**src/rtl/i2c_tgt_pkg.sv**
```systemverilog
package i2c_tgt_pkg;
    localparam int BYTE_W  = 8;
    localparam int ADDR_W  = 7;
    localparam int CNT_W   = $clog2(BYTE_W + 1);
    localparam int SEL_W   = 2;

    typedef enum logic [SEL_W-1:0] {
        SEL_CTRL = 2'd0,
        SEL_STAT = 2'd1,
        SEL_DATA = 2'd2,
        SEL_OWN  = 2'd3
    } reg_sel_e;

    typedef enum logic [2:0] {
        ST_IDLE,
        ST_RECV,
        ST_ACK,
        ST_HOLD,
        ST_TXLD,
        ST_SEND,
        ST_MACK,
        ST_SKIP
    } eng_st_e;

    // control bit positions
    localparam int C_EN = 7;
    localparam int C_IE = 6;
    localparam int C_TX = 4;
    // status bit positions
    localparam int S_DONE = 7;
    localparam int S_AAS  = 6;
    localparam int S_BUSY = 5;
    localparam int S_SRW  = 2;
    localparam int S_IFLG = 1;
    localparam int S_RXAK = 0;
endpackage

```
**src/rtl/i2c_tgt_sync.sv**
```systemverilog
module i2c_tgt_sync #(
    parameter int STAGES = 2
) (
    input  logic clk,
    input  logic rst_n,
    input  logic scl_i,
    input  logic sda_i,
    output logic scl_s,
    output logic sda_s,
    output logic scl_rise,
    output logic scl_fall,
    output logic start_det,
    output logic stop_det
);
    typedef struct packed {
        logic [STAGES-1:0] scl_c;
        logic [STAGES-1:0] sda_c;
        logic              scl_p;
        logic              sda_p;
    } sync_t;

    sync_t sync_d, sync_q;

    always_comb begin
        sync_d       = sync_q;
        sync_d.scl_c = {sync_q.scl_c[STAGES-2:0], scl_i};
        sync_d.sda_c = {sync_q.sda_c[STAGES-2:0], sda_i};
        sync_d.scl_p = sync_q.scl_c[STAGES-1];
        sync_d.sda_p = sync_q.sda_c[STAGES-1];
    end

    always_ff @(posedge clk or negedge rst_n) begin
        if (!rst_n) sync_q <= '1;
        else        sync_q <= sync_d;
    end

    assign scl_s     = sync_q.scl_c[STAGES-1];
    assign sda_s     = sync_q.sda_c[STAGES-1];
    assign scl_rise  = !sync_q.scl_p && scl_s;
    assign scl_fall  = sync_q.scl_p && !scl_s;
    assign start_det = sync_q.scl_p && scl_s && sync_q.sda_p && !sda_s;
    assign stop_det  = sync_q.scl_p && scl_s && !sync_q.sda_p && sda_s;
endmodule

```
**src/rtl/i2c_tgt_engine.sv**
```systemverilog
module i2c_tgt_engine
    import i2c_tgt_pkg::*;
(
    input  logic              clk,
    input  logic              rst_n,
    input  logic              en,
    input  logic              sda_s,
    input  logic              scl_rise,
    input  logic              scl_fall,
    input  logic              start_det,
    input  logic              stop_det,
    input  logic [ADDR_W-1:0] own_addr,
    input  logic              tx_sel,
    input  logic              dat_wr,
    input  logic              dat_rd,
    input  logic [BYTE_W-1:0] wdata,
    output logic              scl_oe,
    output logic              sda_oe,
    output logic              busy,
    output logic              rxak,
    output logic              ev_byte,
    output logic              ev_addr,
    output logic              ev_rxd,
    output logic              ev_srw,
    output logic              ev_rel,
    output logic [BYTE_W-1:0] rx_byte
);
    localparam logic [CNT_W-1:0] CNT_LAST = CNT_W'(BYTE_W);

    typedef struct packed {
        eng_st_e           st;
        logic [BYTE_W-1:0] shreg;
        logic [CNT_W-1:0]  cnt;
        logic              is_addr;
        logic              scl_oe;
        logic              sda_oe;
        logic              busy;
        logic              rxak;
        logic              ev_byte;
        logic              ev_addr;
        logic              ev_rxd;
        logic              ev_srw;
        logic              ev_rel;
        logic [BYTE_W-1:0] rx_byte;
    } eng_t;

    eng_t eng_d, eng_q;

    always_comb begin
        eng_d         = eng_q;
        eng_d.ev_byte = 1'b0;
        eng_d.ev_addr = 1'b0;
        eng_d.ev_rxd  = 1'b0;
        eng_d.ev_rel  = 1'b0;
        if (!en) begin
            eng_d.st     = ST_IDLE;
            eng_d.scl_oe = 1'b0;
            eng_d.sda_oe = 1'b0;
            eng_d.busy   = 1'b0;
        end else if (start_det) begin
            eng_d.st      = ST_RECV;
            eng_d.is_addr = 1'b1;
            eng_d.cnt     = '0;
            eng_d.scl_oe  = 1'b0;
            eng_d.sda_oe  = 1'b0;
            eng_d.busy    = 1'b1;
        end else if (stop_det) begin
            eng_d.st     = ST_IDLE;
            eng_d.scl_oe = 1'b0;
            eng_d.sda_oe = 1'b0;
            eng_d.busy   = 1'b0;
        end else begin
            unique case (eng_q.st)
                ST_RECV: begin
                    if (scl_rise && eng_q.cnt < CNT_LAST) begin
                        eng_d.shreg = {eng_q.shreg[BYTE_W-2:0], sda_s};
                        eng_d.cnt   = eng_q.cnt + 1'b1;
                    end else if (scl_fall && eng_q.cnt == CNT_LAST) begin
                        if (!eng_q.is_addr || eng_q.shreg[BYTE_W-1:1] == own_addr) begin
                            eng_d.sda_oe = 1'b1;
                            eng_d.st     = ST_ACK;
                        end else begin
                            eng_d.st = ST_SKIP;
                        end
                    end
                end
                ST_ACK: begin
                    if (scl_fall) begin
                        eng_d.sda_oe  = 1'b0;
                        eng_d.scl_oe  = 1'b1;
                        eng_d.st      = ST_HOLD;
                        eng_d.cnt     = '0;
                        eng_d.ev_byte = 1'b1;
                        eng_d.ev_addr = eng_q.is_addr;
                        eng_d.ev_rxd  = !eng_q.is_addr;
                        eng_d.ev_srw  = eng_q.shreg[0];
                        eng_d.rx_byte = eng_q.shreg;
                        eng_d.is_addr = 1'b0;
                    end
                end
                ST_HOLD: begin
                    if (tx_sel && dat_wr) begin
                        eng_d.shreg  = wdata;
                        eng_d.sda_oe = !wdata[BYTE_W-1];
                        eng_d.st     = ST_TXLD;
                        eng_d.ev_rel = 1'b1;
                    end else if (!tx_sel && dat_rd) begin
                        eng_d.scl_oe = 1'b0;
                        eng_d.st     = ST_RECV;
                        eng_d.cnt    = '0;
                        eng_d.ev_rel = 1'b1;
                    end
                end
                ST_TXLD: begin
                    eng_d.scl_oe = 1'b0;
                    eng_d.cnt    = '0;
                    eng_d.st     = ST_SEND;
                end
                ST_SEND: begin
                    if (scl_rise && eng_q.cnt < CNT_LAST) begin
                        eng_d.cnt = eng_q.cnt + 1'b1;
                    end else if (scl_fall && eng_q.cnt != '0) begin
                        if (eng_q.cnt == CNT_LAST) begin
                            eng_d.sda_oe = 1'b0;
                            eng_d.st     = ST_MACK;
                        end else begin
                            eng_d.shreg  = {eng_q.shreg[BYTE_W-2:0], 1'b0};
                            eng_d.sda_oe = !eng_q.shreg[BYTE_W-2];
                        end
                    end
                end
                ST_MACK: begin
                    if (scl_rise) begin
                        eng_d.rxak = sda_s;
                    end else if (scl_fall) begin
                        eng_d.scl_oe  = 1'b1;
                        eng_d.st      = ST_HOLD;
                        eng_d.ev_byte = 1'b1;
                    end
                end
                default: ;
            endcase
        end
    end

    always_ff @(posedge clk or negedge rst_n) begin
        if (!rst_n) eng_q <= '{st: ST_IDLE, default: '0};
        else        eng_q <= eng_d;
    end

    assign scl_oe  = eng_q.scl_oe;
    assign sda_oe  = eng_q.sda_oe;
    assign busy    = eng_q.busy;
    assign rxak    = eng_q.rxak;
    assign ev_byte = eng_q.ev_byte;
    assign ev_addr = eng_q.ev_addr;
    assign ev_rxd  = eng_q.ev_rxd;
    assign ev_srw  = eng_q.ev_srw;
    assign ev_rel  = eng_q.ev_rel;
    assign rx_byte = eng_q.rx_byte;
endmodule

```
**src/rtl/i2c_tgt_regs.sv**
```systemverilog
module i2c_tgt_regs
    import i2c_tgt_pkg::*;
#(
    parameter logic [ADDR_W-1:0] OWN_RESET = '0
) (
    input  logic              clk,
    input  logic              rst_n,
    input  logic [SEL_W-1:0]  reg_sel,
    input  logic              reg_wr,
    input  logic              reg_rd,
    input  logic [BYTE_W-1:0] reg_wdata,
    output logic [BYTE_W-1:0] reg_rdata,
    input  logic              ev_byte,
    input  logic              ev_addr,
    input  logic              ev_rxd,
    input  logic              ev_srw,
    input  logic              ev_rel,
    input  logic [BYTE_W-1:0] rx_byte,
    input  logic              busy,
    input  logic              rxak,
    input  logic              start_det,
    input  logic              stop_det,
    output logic              en,
    output logic              ie,
    output logic              tx_sel,
    output logic [ADDR_W-1:0] own_addr,
    output logic              dat_wr,
    output logic              dat_rd,
    output logic              aas,
    output logic              iflag
);
    typedef struct packed {
        logic              en;
        logic              ie;
        logic              tx;
        logic [ADDR_W-1:0] own;
        logic [BYTE_W-1:0] data;
        logic              done;
        logic              aas;
        logic              srw;
        logic              iflag;
    } regs_t;

    regs_t rg_d, rg_q;
    logic  wr_ctrl, wr_stat, wr_own;

    assign wr_ctrl = reg_wr && reg_sel == SEL_CTRL;
    assign wr_stat = reg_wr && reg_sel == SEL_STAT;
    assign wr_own  = reg_wr && reg_sel == SEL_OWN;
    assign dat_wr  = reg_wr && reg_sel == SEL_DATA;
    assign dat_rd  = reg_rd && reg_sel == SEL_DATA;

    always_comb begin
        rg_d = rg_q;
        if (wr_ctrl) begin
            rg_d.en  = reg_wdata[C_EN];
            rg_d.ie  = reg_wdata[C_IE];
            rg_d.tx  = reg_wdata[C_TX];
            rg_d.aas = 1'b0;
        end
        if (wr_own)  rg_d.own  = reg_wdata[ADDR_W-1:0];
        if (dat_wr)  rg_d.data = reg_wdata;
        if (wr_stat && reg_wdata[S_IFLG]) rg_d.iflag = 1'b0;
        if (ev_rel || start_det || stop_det) rg_d.done = 1'b0;
        if (start_det) rg_d.aas = 1'b0;
        if (ev_byte) begin
            rg_d.done  = 1'b1;
            rg_d.iflag = 1'b1;
            if (ev_addr) begin
                rg_d.aas = 1'b1;
                rg_d.srw = ev_srw;
            end else begin
                rg_d.aas = 1'b0;
            end
        end
        if (ev_rxd) rg_d.data = rx_byte;
    end

    always_ff @(posedge clk or negedge rst_n) begin
        if (!rst_n) rg_q <= '{own: OWN_RESET, default: '0};
        else        rg_q <= rg_d;
    end

    always_comb begin
        reg_rdata = '0;
        unique case (reg_sel)
            SEL_CTRL: begin
                reg_rdata[C_EN] = rg_q.en;
                reg_rdata[C_IE] = rg_q.ie;
                reg_rdata[C_TX] = rg_q.tx;
            end
            SEL_STAT: begin
                reg_rdata[S_DONE] = rg_q.done;
                reg_rdata[S_AAS]  = rg_q.aas;
                reg_rdata[S_BUSY] = busy;
                reg_rdata[S_SRW]  = rg_q.srw;
                reg_rdata[S_IFLG] = rg_q.iflag;
                reg_rdata[S_RXAK] = rxak;
            end
            SEL_DATA: reg_rdata = rg_q.data;
            default:  reg_rdata[ADDR_W-1:0] = rg_q.own;
        endcase
    end

    assign en       = rg_q.en;
    assign ie       = rg_q.ie;
    assign tx_sel   = rg_q.tx;
    assign own_addr = rg_q.own;
    assign aas      = rg_q.aas;
    assign iflag    = rg_q.iflag;
endmodule

```
**src/rtl/i2c_tgt_ctrl.sv**
```systemverilog
module i2c_tgt_ctrl
    import i2c_tgt_pkg::*;
#(
    parameter int                SYNC_STAGES = 2,
    parameter logic [ADDR_W-1:0] OWN_RESET   = 7'h2A
) (
    input  logic              clk,
    input  logic              rst_n,
    input  logic [SEL_W-1:0]  reg_sel,
    input  logic              reg_wr,
    input  logic              reg_rd,
    input  logic [BYTE_W-1:0] reg_wdata,
    output logic [BYTE_W-1:0] reg_rdata,
    output logic              irq_o,
    input  logic              scl_i,
    input  logic              sda_i,
    output logic              scl_oe_o,
    output logic              sda_oe_o
);
    logic              scl_s, sda_s, scl_rise, scl_fall, start_det, stop_det;
    logic              en, ie, tx_sel, dat_wr, dat_rd, aas, iflag;
    logic [ADDR_W-1:0] own_addr;
    logic              busy, rxak, ev_byte, ev_addr, ev_rxd, ev_srw, ev_rel;
    logic [BYTE_W-1:0] rx_byte;

    i2c_tgt_sync #(.STAGES(SYNC_STAGES)) u_sync (
        .clk      (clk),
        .rst_n    (rst_n),
        .scl_i    (scl_i),
        .sda_i    (sda_i),
        .scl_s    (scl_s),
        .sda_s    (sda_s),
        .scl_rise (scl_rise),
        .scl_fall (scl_fall),
        .start_det(start_det),
        .stop_det (stop_det)
    );

    i2c_tgt_engine u_eng (
        .clk      (clk),
        .rst_n    (rst_n),
        .en       (en),
        .sda_s    (sda_s),
        .scl_rise (scl_rise),
        .scl_fall (scl_fall),
        .start_det(start_det),
        .stop_det (stop_det),
        .own_addr (own_addr),
        .tx_sel   (tx_sel),
        .dat_wr   (dat_wr),
        .dat_rd   (dat_rd),
        .wdata    (reg_wdata),
        .scl_oe   (scl_oe_o),
        .sda_oe   (sda_oe_o),
        .busy     (busy),
        .rxak     (rxak),
        .ev_byte  (ev_byte),
        .ev_addr  (ev_addr),
        .ev_rxd   (ev_rxd),
        .ev_srw   (ev_srw),
        .ev_rel   (ev_rel),
        .rx_byte  (rx_byte)
    );

    i2c_tgt_regs #(.OWN_RESET(OWN_RESET)) u_regs (
        .clk      (clk),
        .rst_n    (rst_n),
        .reg_sel  (reg_sel),
        .reg_wr   (reg_wr),
        .reg_rd   (reg_rd),
        .reg_wdata(reg_wdata),
        .reg_rdata(reg_rdata),
        .ev_byte  (ev_byte),
        .ev_addr  (ev_addr),
        .ev_rxd   (ev_rxd),
        .ev_srw   (ev_srw),
        .ev_rel   (ev_rel),
        .rx_byte  (rx_byte),
        .busy     (busy),
        .rxak     (rxak),
        .start_det(start_det),
        .stop_det (stop_det),
        .en       (en),
        .ie       (ie),
        .tx_sel   (tx_sel),
        .own_addr (own_addr),
        .dat_wr   (dat_wr),
        .dat_rd   (dat_rd),
        .aas      (aas),
        .iflag    (iflag)
    );

    assign irq_o = iflag && ie;
endmodule

```
**config.mk**
```make
export PLATFORM = sky130hd
export DESIGN_NAME = i2c_tgt_ctrl
export DESIGN_NICKNAME = d
export VERILOG_FILES = /design/src/rtl/i2c_tgt_pkg.sv /design/src/rtl/i2c_tgt_sync.sv /design/src/rtl/i2c_tgt_engine.sv /design/src/rtl/i2c_tgt_regs.sv /design/src/rtl/i2c_tgt_ctrl.sv
export SDC_FILE = /design/constraint.sdc
export NUM_CORES = 1
export LEC_CHECK = 0
export ABC_AREA = 1
export BUFFER_PORTS_ARGS = -buffer_cell sky130_fd_sc_hd__buf_2
export CAP_MARGIN = 20
export CORE_ASPECT_RATIO = 0.7
export CORE_MARGIN = 10
export CORE_UTILIZATION = 25
export DETAILED_ROUTE_END_ITERATION = 8
export RECOVER_POWER = 100
export SETUP_SLACK_MARGIN = 0.02
export SYNTH_ARGS = -nofsm -noshare
export SYNTH_HDL_FRONTEND = slang
export SYNTH_SLANG_ARGS = --single-unit
```
**constraint.sdc**
```tcl
create_clock -name clk -period 1.9 [get_ports clk]
set_clock_uncertainty 0.1 [all_clocks]
set_input_delay 0.19 -clock clk [delete_from_list [all_inputs] [get_ports clk]]
set_output_delay 0.19 -clock clk [all_outputs]
set_load 0.03 [all_outputs]
```
==> flow_summary.yaml <==
sta:
  rsz0062_at_grt: "true"
  timing.final.crit_period_ps: 1780
  fmaxAchievable_mhz: 563
  worst_slack_ps: 124
  worst_pin_slew_ps: 713
  relSlewSlack: 0.524
  hold_violations: 0
  setup_violations: 0
  period_share: 0.935
  slew_violations: 0
yosys:
  synthDominantCellAreaShare: 0.414
  yosysMostFrequentCell: "nand2_1"
  synth_area_um2: 3080
  ys_seq_elements: 60
  ys_top_cells_by_count: "117 x nand2_1, 55 x inv_1, 51 x dfrtp_1"
  synth_cell_types: 34
  synth_edf_count: 0
  synth.avg_cell_area_um2: 7.80
  synth_flop_cell: "dfrtp_1"
  synth_async_sr_flop_share: 1.00
  synthesis.nets: 413
  seq_area_frac_synth: 0.491
  yosys-top-cells-area: "dfrtp_1 41%, nand2_1 14%, dfstp_2 7.7%"
  yosysWarningCount: 0
  synth_top_area_cell: "dfrtp_1"
  synth_cells: 395
setup_path:
  ff2ff_path_depth: 8
  critPathRequiredTime_ps: 2000
  path_max_fanout: 5
  reg2reg_slack_ps: 120
  startpoint_type: "flop"
  end_kind: "flop"
  reg2reg_to: "u_eng.eng_q[21]$_DFFE_PN0P_"
  cp.arrival_ps: 1880
  timing.rr.start: "u_sync.sync_q[0]$_DFF_PN1_"
  critical_path_class: "flop to flop"
die:
  dieHeight_um: 113
  die_area_um2: 17200
  fp.dieW_um: 153
  start_util: 0.259
  io_pins: 27
  core_area_um2: 11900
  std_cell_rows: 33
route:
  viasPerCell: 4.57
  wl_per_cell_um: 14.5
  drc: 0
  drtIter0Drc: 189
  dr.pass1.iters: 4
  vias: 2769
  drt.antenna.violating_nets: 0
  wl_mm: 8.77
pwr:
  pwr-share-comb: 0.323
  p_sw_frac: 0.371
  p_leak_nw: 1.88
  intPower_w: 0.00332
  pwr-share-seq: 0.366
  ir_worst_vdd_mv: 0.507
  total_power_w: 0.00529
  p_sw_w: 0.00196
  power_density_nw_per_um2: 1380
  clkPwrFrac: 0.311
final_layout:
  drive_gt1_frac: 0.180
  area_delta_synth_final_pct: 24.7
  multi_input_area_um2: 1340
  nFillCells: 1277
  ff_latch_area_um2: 1510
  final_cells: 606
  nets: 462
  diodes: 0
clocking:
  clk_pin_slew_ps: 50
  htreeDepth: 3
  cts_buffer_depth: 2
  tritoncts: "yes"
  clk_latency_ps: 330
  cts-buffers-inserted: 9
  clockRootBuffer: "clkbuf_16"
  cts_sinks: 60
place:
  dp.cells: 585
  io_buffers: 26
  pre_cts_ws_ps: 111
  place_hpwl_mm: 6.73
  place.gp.congestion: 0.910
global_route:
  overflow: 0
  grt_pass1_wl_mm: 14.0
  grt_pass1_vias: 2621
  grt_antenna_before_repair: 0
  grt_max_degree: 28
  gr-usage-all-layers: 0.102
run_status:
  outcome: "finished, final reports clean"
hold_path:
  hold_start: "reg_wdata[3]"
  min_to: "u_regs.own_addr[3]$_DFFE_PN1P_"
  min_path_cells: 3
  hp-class: "input port to flop"
job:
  maxCapViolCount: 0
-- cell families (layout without fill, tap and decap cells) --
logic type                 Yosys count  in the layout  share of synthesized area
AOI/OAI and AO/OA                   78             78                      0.148
xor gates and xnor gates             4              4                     0.0114
adders and majority gates            2              2                    0.00812
buffers and inverters               64            118                     0.0837
DFF                                 60             60                      0.491
muxes                                1              1                    0.00366
and+or+nand+nor                    186            186                      0.254
-- metrics by stage --
step / setup TNS (ps) / util / hold slack (ps) / instance area, um2
after floorplan: 0 / - / -206 / 3080
after global placement: 0 / 0.292 / 143 / 3480
after detailed placement: 0 / 0.292 / 151 / 3480
after CTS: 0 / 0.320 / 42.0 / 3810
after global routing: -4.89 / 0.323 / 68.8 / 3840
final: 0 / 0.323 / 48.7 / 3840
-- routing by layer --
layer	vias to the layer above	part of all wire	GRT usage
met5	-	0	0
met4	0	0.0093	0.0285
met3	9	0.060	0.0424
met2	76	0.41	0.138
met1	1311	0.52	0.143
li1	1373	-	-
-- power groups by stage --
stage | Clock (W) | Sequential (W) | Combinational, W
5_1_grt | 0.00173 | 0.00198 | 0.00194
2_1_floorplan | 0 | 0.00188 | 0.00121
6_report | 0.00164 | 0.00194 | 0.00171
4_1_cts | 0.00167 | 0.00193 | 0.00167
3_3_place_gp | 0 | 0.00194 | 0.00164
3_5_place_dp | 0 | 0.00194 | 0.00165
-- how the worst max path moves through the flow --
stage | start | end | slack, ps | cells after the start
after CTS | u_sync.scl_s$_DFF_PN1_ | u_eng.eng_q[28]$_DFFE_PN0P_ | 90 | 10
final | u_sync.sync_q[0]$_DFF_PN1_ | u_eng.eng_q[21]$_DFFE_PN0P_ | 120 | 8
after global routing | u_sync.sda_s$_DFF_PN1_ | u_eng.eng_q[26]$_DFFE_PN0P_ | -5 | 8
after global placement | u_sync.sync_q[1]$_DFF_PN1_ | u_eng.rx_byte[5]$_DFFE_PN0P_ | 120 | 7
after detailed placement | u_sync.scl_s$_DFF_PN1_ | u_eng.eng_q[28]$_DFFE_PN0P_ | 110 | 10
after floorplan | u_sync.sda_s$_DFF_PN1_ | u_eng.eng_q[28]$_DFFE_PN0P_ | 310 | 8
-- area by class of cell --
cell class,instances,share of cell area
clock buffer,12,0.0668
clock inverter,4,0.0124
inverter,58,0.0567
multi-input combinational,271,0.348
sequential,60,0.394
tap,157,0.0512
timing repair buffer,44,0.0714
-- what timing repair did --
| item | in CTS | in global routing |
|---|---|---|
| hold buffers | 3 | 0 |
| gates resized for setup | 0 | 10 |
| setup endpoints to repair | 0 | 23 |
| buffers inserted | 0 | 2 |
| hold endpoints to repair | 22 | 0 |
-- state kept, by name, summed over array words and instances (netlist names), 2 cells and up --
| register | flops |
|---|---|
| u_eng.eng_q | 16 |
| u_regs.rg_q | 10 |
| u_eng.rx_byte | 8 |
| u_regs.own_addr | 7 |
| u_sync.sync_d | 2 |
| u_sync.sync_q | 2 |
-- cell usage in the layout (no fill, tap or decap), types with 3 or more instances in the layout --
master / netlist / routed
a21oi_1: 11 / 11
buf_2: 2 / 19
buf_4: 0 / 11
clkbuf_1: 2 / 9
clkbuf_16: 0 / 9
dfrtp_1: 51 / 51
dfstp_2: 9 / 8
dlygate4sd3_1: 0 / 3
inv_1: 55 / 55
inv_2: 3 / 3
nand2_1: 117 / 115
nand2_2: 6 / 7
nand3_1: 14 / 13
nand4_1: 3 / 3
nor2_1: 36 / 33
nor2_2: 0 / 3
nor2_4: 4 / 4
nor3_1: 4 / 4
o211ai_1: 8 / 8
o21ai_0: 41 / 40
o21ai_1: 2 / 3
o221ai_1: 4 / 4
-- worst max-delay path, stage by stage (launching register included) --
cell and delay [ps]:
dfstp_2 550, nor2_1 50, nand2_1 130, nand2_1 130
buf_4 180, nor3_1 220, nand2_2 110, inv_1 110
o21ai_0 90
Note: power is estimated with default switching activity, not from simulation.
